==> config.mk <==
export PLATFORM = sky130hd
export DESIGN_NAME = bus_arb_unit
export DESIGN_NICKNAME = d
export VERILOG_FILES = /design/src/rtl/arb_pkg.sv /design/src/rtl/arb_tick.sv /design/src/rtl/arb_core.sv /design/src/rtl/arb_requester.sv /design/src/rtl/bus_arb_unit.sv
export SDC_FILE = /design/constraint.sdc
export NUM_CORES = 1
export LEC_CHECK = 0
export BUFFER_PORTS_ARGS = -buffer_cell sky130_fd_sc_hd__buf_4
export CAP_MARGIN = 20
export CORE_UTILIZATION = 40
export CTS_BUF_LIST = sky130_fd_sc_hd__clkbuf_4 sky130_fd_sc_hd__clkbuf_8 sky130_fd_sc_hd__clkbuf_16
export DETAILED_ROUTE_END_ITERATION = 7
export HOLD_SLACK_MARGIN = 0.12
export PLACE_DENSITY_LB_ADDON = 0.2
export SYNTH_ARGS = -nofsm -noshare
export SYNTH_HDL_FRONTEND = slang
export SYNTH_HIERARCHICAL = 1
export SYNTH_SLANG_ARGS = --single-unit
==> constraint.sdc <==
create_clock -name clk -period 2.4 [get_ports clk]
set_clock_uncertainty 0.1 [all_clocks]
set_input_delay 0.12 -clock clk [delete_from_list [all_inputs] [get_ports clk]]
set_output_delay 0.12 -clock clk [all_outputs]
set_load 0.01 [all_outputs]
==> src/rtl/arb_pkg.sv <==
package arb_pkg;
    localparam int LEVELS = 4;
    localparam int LVL_W  = $clog2(LEVELS);

    typedef logic [LVL_W-1:0]  level_t;
    typedef logic [LEVELS-1:0] lvec_t;

    typedef enum logic [2:0] {
        RQ_IDLE,
        RQ_WAIT,
        RQ_OWN,
        RQ_HOLD,
        RQ_FAIR
    } rq_state_e;

    typedef enum logic [1:0] {
        AR_IDLE,
        AR_GRANT,
        AR_BUSY
    } ar_state_e;
endpackage

==> src/rtl/arb_tick.sv <==
module arb_tick #(
    parameter int CLK_PER_US = 50
) (
    input  logic clk,
    input  logic rst_n,
    input  logic restart,
    output logic tick
);
    localparam int CNT_W = (CLK_PER_US > 1) ? $clog2(CLK_PER_US) : 1;
    localparam logic [CNT_W-1:0] LAST = CNT_W'(CLK_PER_US - 1);

    typedef struct packed {
        logic [CNT_W-1:0] pre;
    } tick_s;

    tick_s t_d, t_q;

    always_comb begin
        t_d = t_q;
        tick = (t_q.pre == LAST);
        if (restart || tick) begin
            t_d.pre = '0;
        end else begin
            t_d.pre = t_q.pre + 1'b1;
        end
    end

    always_ff @(posedge clk) begin
        if (!rst_n) t_q <= '0;
        else        t_q <= t_d;
    end
endmodule

==> src/rtl/arb_core.sv <==
module arb_core
    import arb_pkg::*;
(
    input  logic  clk,
    input  logic  rst_n,
    input  logic  enable,
    input  logic  prio_mode,
    input  lvec_t req,
    input  logic  busy,
    output lvec_t grant
);
    typedef struct packed {
        ar_state_e st;
        level_t    last;
        level_t    win;
        lvec_t     gnt;
    } core_s;

    core_s c_d, c_q;
    level_t pick;

    always_comb begin
        pick = '0;
        if (prio_mode) begin
            for (int i = 0; i < LEVELS; i++) begin
                if (req[i]) pick = level_t'(i);
            end
        end else begin
            for (int k = LEVELS; k >= 1; k--) begin
                if (req[c_q.last + level_t'(k)]) pick = c_q.last + level_t'(k);
            end
        end
    end

    always_comb begin
        c_d = c_q;
        if (!enable) begin
            c_d.st  = AR_IDLE;
            c_d.gnt = '0;
        end else begin
            unique case (c_q.st)
                AR_IDLE: begin
                    if (|req && !busy) begin
                        c_d.st        = AR_GRANT;
                        c_d.win       = pick;
                        c_d.last      = pick;
                        c_d.gnt       = '0;
                        c_d.gnt[pick] = 1'b1;
                    end
                end
                AR_GRANT: begin
                    if (busy) begin
                        c_d.st  = AR_BUSY;
                        c_d.gnt = '0;
                    end else if (!req[c_q.win]) begin
                        c_d.st  = AR_IDLE;
                        c_d.gnt = '0;
                    end
                end
                AR_BUSY: begin
                    if (!busy) c_d.st = AR_IDLE;
                end
                default: begin
                    c_d.st  = AR_IDLE;
                    c_d.gnt = '0;
                end
            endcase
        end
    end

    assign grant = c_q.gnt;

    always_ff @(posedge clk) begin
        if (!rst_n) begin
            c_q      <= '0;
            c_q.st   <= AR_IDLE;
            c_q.last <= level_t'(LEVELS - 1);
        end else begin
            c_q <= c_d;
        end
    end
endmodule

==> src/rtl/arb_requester.sv <==
module arb_requester
    import arb_pkg::*;
(
    input  logic       clk,
    input  logic       rst_n,
    input  level_t     level,
    input  logic       release_mode,
    input  logic [3:0] fair_code,
    input  logic       local_need,
    input  logic       cycle_done,
    input  logic       grant,
    input  lvec_t      other_req,
    input  logic       busy_in,
    input  logic       tick,
    output lvec_t      req_out,
    output logic       busy_out,
    output logic       tick_restart
);
    typedef struct packed {
        rq_state_e  st;
        logic [4:0] us_cnt;
    } rq_s;

    rq_s r_d, r_q;
    logic fair_on, fair_expired;
    rq_state_e after_release;

    always_comb begin
        r_d           = r_q;
        req_out       = '0;
        busy_out      = 1'b0;
        fair_on       = (fair_code != 4'd0);
        fair_expired  = (fair_code != 4'hF) && (r_q.us_cnt >= {fair_code, 1'b0});
        after_release = fair_on ? RQ_FAIR : RQ_IDLE;

        unique case (r_q.st)
            RQ_IDLE: begin
                if (local_need) r_d.st = RQ_WAIT;
            end
            RQ_WAIT: begin
                req_out[level] = 1'b1;
                if (grant && !busy_in) r_d.st = RQ_OWN;
            end
            RQ_OWN: begin
                busy_out = 1'b1;
                if (cycle_done) begin
                    if (release_mode) begin
                        r_d.st     = after_release;
                        r_d.us_cnt = '0;
                    end else begin
                        r_d.st = RQ_HOLD;
                    end
                end
            end
            RQ_HOLD: begin
                busy_out = 1'b1;
                if (release_mode || (|other_req)) begin
                    r_d.st     = after_release;
                    r_d.us_cnt = '0;
                end else if (local_need) begin
                    r_d.st = RQ_OWN;
                end
            end
            RQ_FAIR: begin
                if (tick && r_q.us_cnt != 5'h1F) r_d.us_cnt = r_q.us_cnt + 5'd1;
                if (!(|other_req) || fair_expired) r_d.st = RQ_IDLE;
            end
            default: r_d.st = RQ_IDLE;
        endcase

        tick_restart = (r_d.st == RQ_FAIR) && (r_q.st != RQ_FAIR);
    end

    always_ff @(posedge clk) begin
        if (!rst_n) begin
            r_q    <= '0;
            r_q.st <= RQ_IDLE;
        end else begin
            r_q <= r_d;
        end
    end
endmodule

==> src/rtl/bus_arb_unit.sv <==
module bus_arb_unit
    import arb_pkg::*;
#(
    parameter int CLK_PER_US = 50,
    parameter int RST_CYCLES = 16
) (
    input  logic       clk,
    input  logic       rst_n,
    input  logic [1:0] cfg_level,
    input  logic       cfg_prio_mode,
    input  logic       cfg_release_mode,
    input  logic [3:0] cfg_fair_code,
    input  logic       cfg_sysctl,
    input  logic       cfg_reset_en,
    input  logic       init_pulse,
    input  logic       local_need,
    input  logic       cycle_done,
    input  logic       grant_in,
    input  logic [3:0] bus_req_in,
    input  logic       bus_busy_in,
    output logic [3:0] bus_req_out,
    output logic       bus_busy_out,
    output logic [3:0] bus_grant_out,
    output logic       bus_reset_out
);
    localparam int RST_W = $clog2(RST_CYCLES + 1);

    typedef struct packed {
        logic [RST_W-1:0] cnt;
    } rst_s;

    rst_s  s_d, s_q;
    logic  tick, tick_restart, own_grant;
    lvec_t all_req;
    logic  all_busy;

    assign all_req   = bus_req_in | bus_req_out;
    assign all_busy  = bus_busy_in | bus_busy_out;
    assign own_grant = cfg_sysctl ? bus_grant_out[cfg_level] : grant_in;

    arb_tick #(.CLK_PER_US(CLK_PER_US)) i_tick (
        .clk     (clk),
        .rst_n   (rst_n),
        .restart (tick_restart),
        .tick    (tick)
    );

    arb_core i_core (
        .clk       (clk),
        .rst_n     (rst_n),
        .enable    (cfg_sysctl),
        .prio_mode (cfg_prio_mode),
        .req       (all_req),
        .busy      (all_busy),
        .grant     (bus_grant_out)
    );

    arb_requester i_req (
        .clk          (clk),
        .rst_n        (rst_n),
        .level        (cfg_level),
        .release_mode (cfg_release_mode),
        .fair_code    (cfg_fair_code),
        .local_need   (local_need),
        .cycle_done   (cycle_done),
        .grant        (own_grant),
        .other_req    (bus_req_in),
        .busy_in      (bus_busy_in),
        .tick         (tick),
        .req_out      (bus_req_out),
        .busy_out     (bus_busy_out),
        .tick_restart (tick_restart)
    );

    always_comb begin
        s_d = s_q;
        if (init_pulse && cfg_sysctl && cfg_reset_en) begin
            s_d.cnt = RST_W'(RST_CYCLES);
        end else if (s_q.cnt != '0) begin
            s_d.cnt = s_q.cnt - 1'b1;
        end
    end

    assign bus_reset_out = (s_q.cnt != '0);

    always_ff @(posedge clk) begin
        if (!rst_n) s_q <= '0;
        else        s_q <= s_d;
    end
endmodule

==> impl_metrics.ini <==
[clock_tree]
cts_root_buffer = clkbuf_8
cts_tree = built
cts_inserted_buffers = 5
clk_latency_ps = 280
clock_sinks = 29
clk_pin_slew_ps = 70
h-tree-depth = 2
cts_buffer_depth = 2

[finish]
fin_util = 0.559
layout.nets = 276
fill_cells = 399
layout_commonest_cell = buf_4
design_area_um2 = 2320
diodes = 0
final_cells = 297
area_growth_pct = 29.5
layout-drive-gt1-share = 0.320
mostFrequentLayoutCells = buf_4 (38), dfxtp_1 (26), nor2_1 (19)

[timing]
fmax_mhz = 439
worstMarginPinSlew_ps = 438
holdWs_ps = 139
setup_viol = 0
setup_ws_ps = 124
final_hold_viol_count = 0
drv_slew = 0
period_share = 0.948
maxSlewHeadroom = 0.705
period_needed_ps = 2280
rsz0062_at_grt = true

[min_path]
hold_class = input pin to register

[run]
timing.max_cap.violations = 0

[power_and_ir_drop]
p_leak_uw = 0.00101
power_density_nw_per_um2 = 634
swShare = 0.275
comb_power_share = 0.258
p_switching_uw = 403
clkPwrFrac = 0.360
p_seq_frac = 0.382
peakVddDrop_mv = 0.319
p_int_uw = 1060

[outcome]
status = complete, no violations

[die]
initial_core_util = 0.431
rows = 23
ios = 31
die-area_um2 = 4740
die_h_um = 68.9
die_w_um = 68.9
core_area_um2 = 4140

[grt]
grt_pass1_vias = 1354
antenna_found_initial = 0
grt_max_degree = 15
grt_usage = 0.171
grt_overflow = 0
grt_pass1_wl_mm = 5.81

[setup_path]
critical_path_depth = 10
startpoint_type = register
reg2reg_depth = 10
cp_num_buf_inv = 2
rrSetupSlack_ps = 120
critPathTopFamily = simple AND/OR/NAND/NOR gates
cp-endpoint = i_core/grant[0]
r2r_end = i_core/grant[0]
timing_worst_setup_path_type = register to register
cp-startpoint = i_req/r_q[6]
crit_fanout = 4
crit_chain = nor3b_4 -> nor3b_4 -> or2_4 -> nand3b_1 -> o21ai_1 -> a221oi_2 -> buf_4 -> mux2i_1 -> buf_4 -> a32o_1
crit_required_ps = 2480
reg2reg_from = i_req/r_q[6]
crit_path_end_kind = register
arrival_ps = 2350
cpPeakStageDelay_ps = 330
slowest_stage = dfxtp_2

[synthesis]
syn_area_per_cell_um2 = 8.94
synth_area_leaders = dfxtp_1 (32%), ha_1 (6.3%), nor2_1 (4.0%)
synth_nets = 230
yosysSeqAreaShare = 0.325
syn_inst = 200
synth_cell_type_count = 54
syn-cell-area_um2 = 1790
yosysTopAreaCell = dfxtp_1
ys.warnings.count = 6
ys_ff_latch = 29
yosys.area.top_type_share = 0.325

[drt]
dr.pass1.iters = 4
routed-via-count = 1548
ant_nets = 0
post-route-drc-count = 0
wire_per_inst_um = 12.5
drtIter0Drc = 58
vias_per_cell = 5.21
wl_mm = 3.71

[placement]
portBuffers = 30
place_inst = 281
pre_cts_ws_ps = 53.8
hpwl_mm = 2.86
place_area_um2 = 2090
gp_congestion = 0.750
-- sequential cells by signal (all words and copies together), names as in the netlist --
signal,flops
i_tick/t_q,6
s_q,5
i_core/grant,4
i_req/r_q,8
i_core/c_q,6
-- synth_stat cells (all sizes together) --
| library cell | count |
|---|---|
| or4 | 1 |
| a21oi | 11 |
| a21boi | 2 |
| a211oi | 3 |
| and3 | 4 |
| nor4 | 4 |
| o31a | 1 |
| o21ai | 10 |
| inv | 13 |
| o32ai | 1 |
| nor3 | 4 |
| ha | 9 |
| nand4 | 1 |
| o41ai | 1 |
| o211ai | 2 |
| nor2 | 19 |
| or2 | 5 |
| mux2 | 2 |
| nand4b | 1 |
| a32o | 4 |
| dfxtp | 29 |
| o311ai | 1 |
| xnor2 | 6 |
| a221oi | 1 |
| o22ai | 1 |
| o32a | 1 |
| a21o | 1 |
| nand2b | 7 |
| mux4 | 1 |
| nand2 | 14 |
| nand3b | 3 |
| nand3 | 9 |
| buf | 6 |
| or4b | 1 |
| o31ai | 1 |
| nor3b | 4 |
| and2 | 1 |
| xor2 | 3 |
| mux2i | 4 |
| or3 | 2 |
| nor2b | 5 |
| o2bb2ai | 1 |
-- worst min-delay path by stage --
| stage | start | end | cells after the start |
|---|---|---|---|
| finish | init_pulse | s_q[2] | 4 |
| detailed placement | rst_n | i_core/c_q[7] | 2 |
| CTS | init_pulse | s_q[2] | 4 |
| global placement | rst_n | i_core/c_q[7] | 2 |
| floorplan | rst_n | i_core/c_q[7] | 1 |
| global route | init_pulse | s_q[3] | 4 |
-- layer usage --
metal / share of wire / up-vias / GRT usage
met1: 0.48 / 724 / 0.206
met4: 0.013 / 0 / 0.0842
li1: - / 804 / -
met3: 0.031 / 4 / 0.0543
met5: 0 / - / 0
met2: 0.48 / 16 / 0.273
-- final cells by class --
cell class | count | area, um^2 | share of cell area
Multi-Input combinational cell | 152 | 1140 | 0.494
Sequential cell | 29 | 584 | 0.252
Timing Repair Buffer | 45 | 355 | 0.153
Clock buffer | 6 | 82.6 | 0.0357
Tap cell | 50 | 62.6 | 0.0270
Inverter | 13 | 48.8 | 0.0211
Clock inverter | 2 | 37.5 | 0.0162
-- worst reg2reg max path: stages (launching register included) --
cell	delay, ps
dfxtp_2	330
nor3b_4	250
nor3b_4	230
or2_4	150
nand3b_1	100
o21ai_1	80
a221oi_2	310
buf_4	170
mux2i_1	60
buf_4	160
a32o_1	230
-- through the flow --
stage               total power, uW  setup TNS [ps]
floorplan                       840               0
global placement                929               0
detailed placement              931               0
CTS                            1470               0
global route                   1550           -7.84
finish                         1470               0
-- power by group through the flow --
stage / logic, uW / clock network (uW) / registers [uW]
after floorplan: 277 / 0 / 563
after global routing: 419 / 565 / 566
after CTS: 371 / 544 / 560
final: 379 / 528 / 561
after detailed placement: 360 / 0 / 571
after global placement: 359 / 0 / 570
-- kinds of logic after synthesis --
logic type | Yosys count | synth area share
xor gates and xnor gates | 9 | 0.0441
AOI/OAI and AO/OA | 42 | 0.183
buffers and inverters | 19 | 0.0567
muxes | 7 | 0.0476
and+or+nand+nor | 85 | 0.281
adders and majority gates | 9 | 0.0630
DFF | 29 | 0.325
-- repair_timing --
| action | CTS | global route |
|---|---|---|
| hold endpoints to repair | 14 | 0 |
| hold buffers | 7 | 0 |
| resized for setup | 0 | 10 |
| buffers inserted | 0 | 1 |
| endpoints found under the setup margin | 0 | 6 |
No activity file was read; power rests on OpenSTA's default activity.
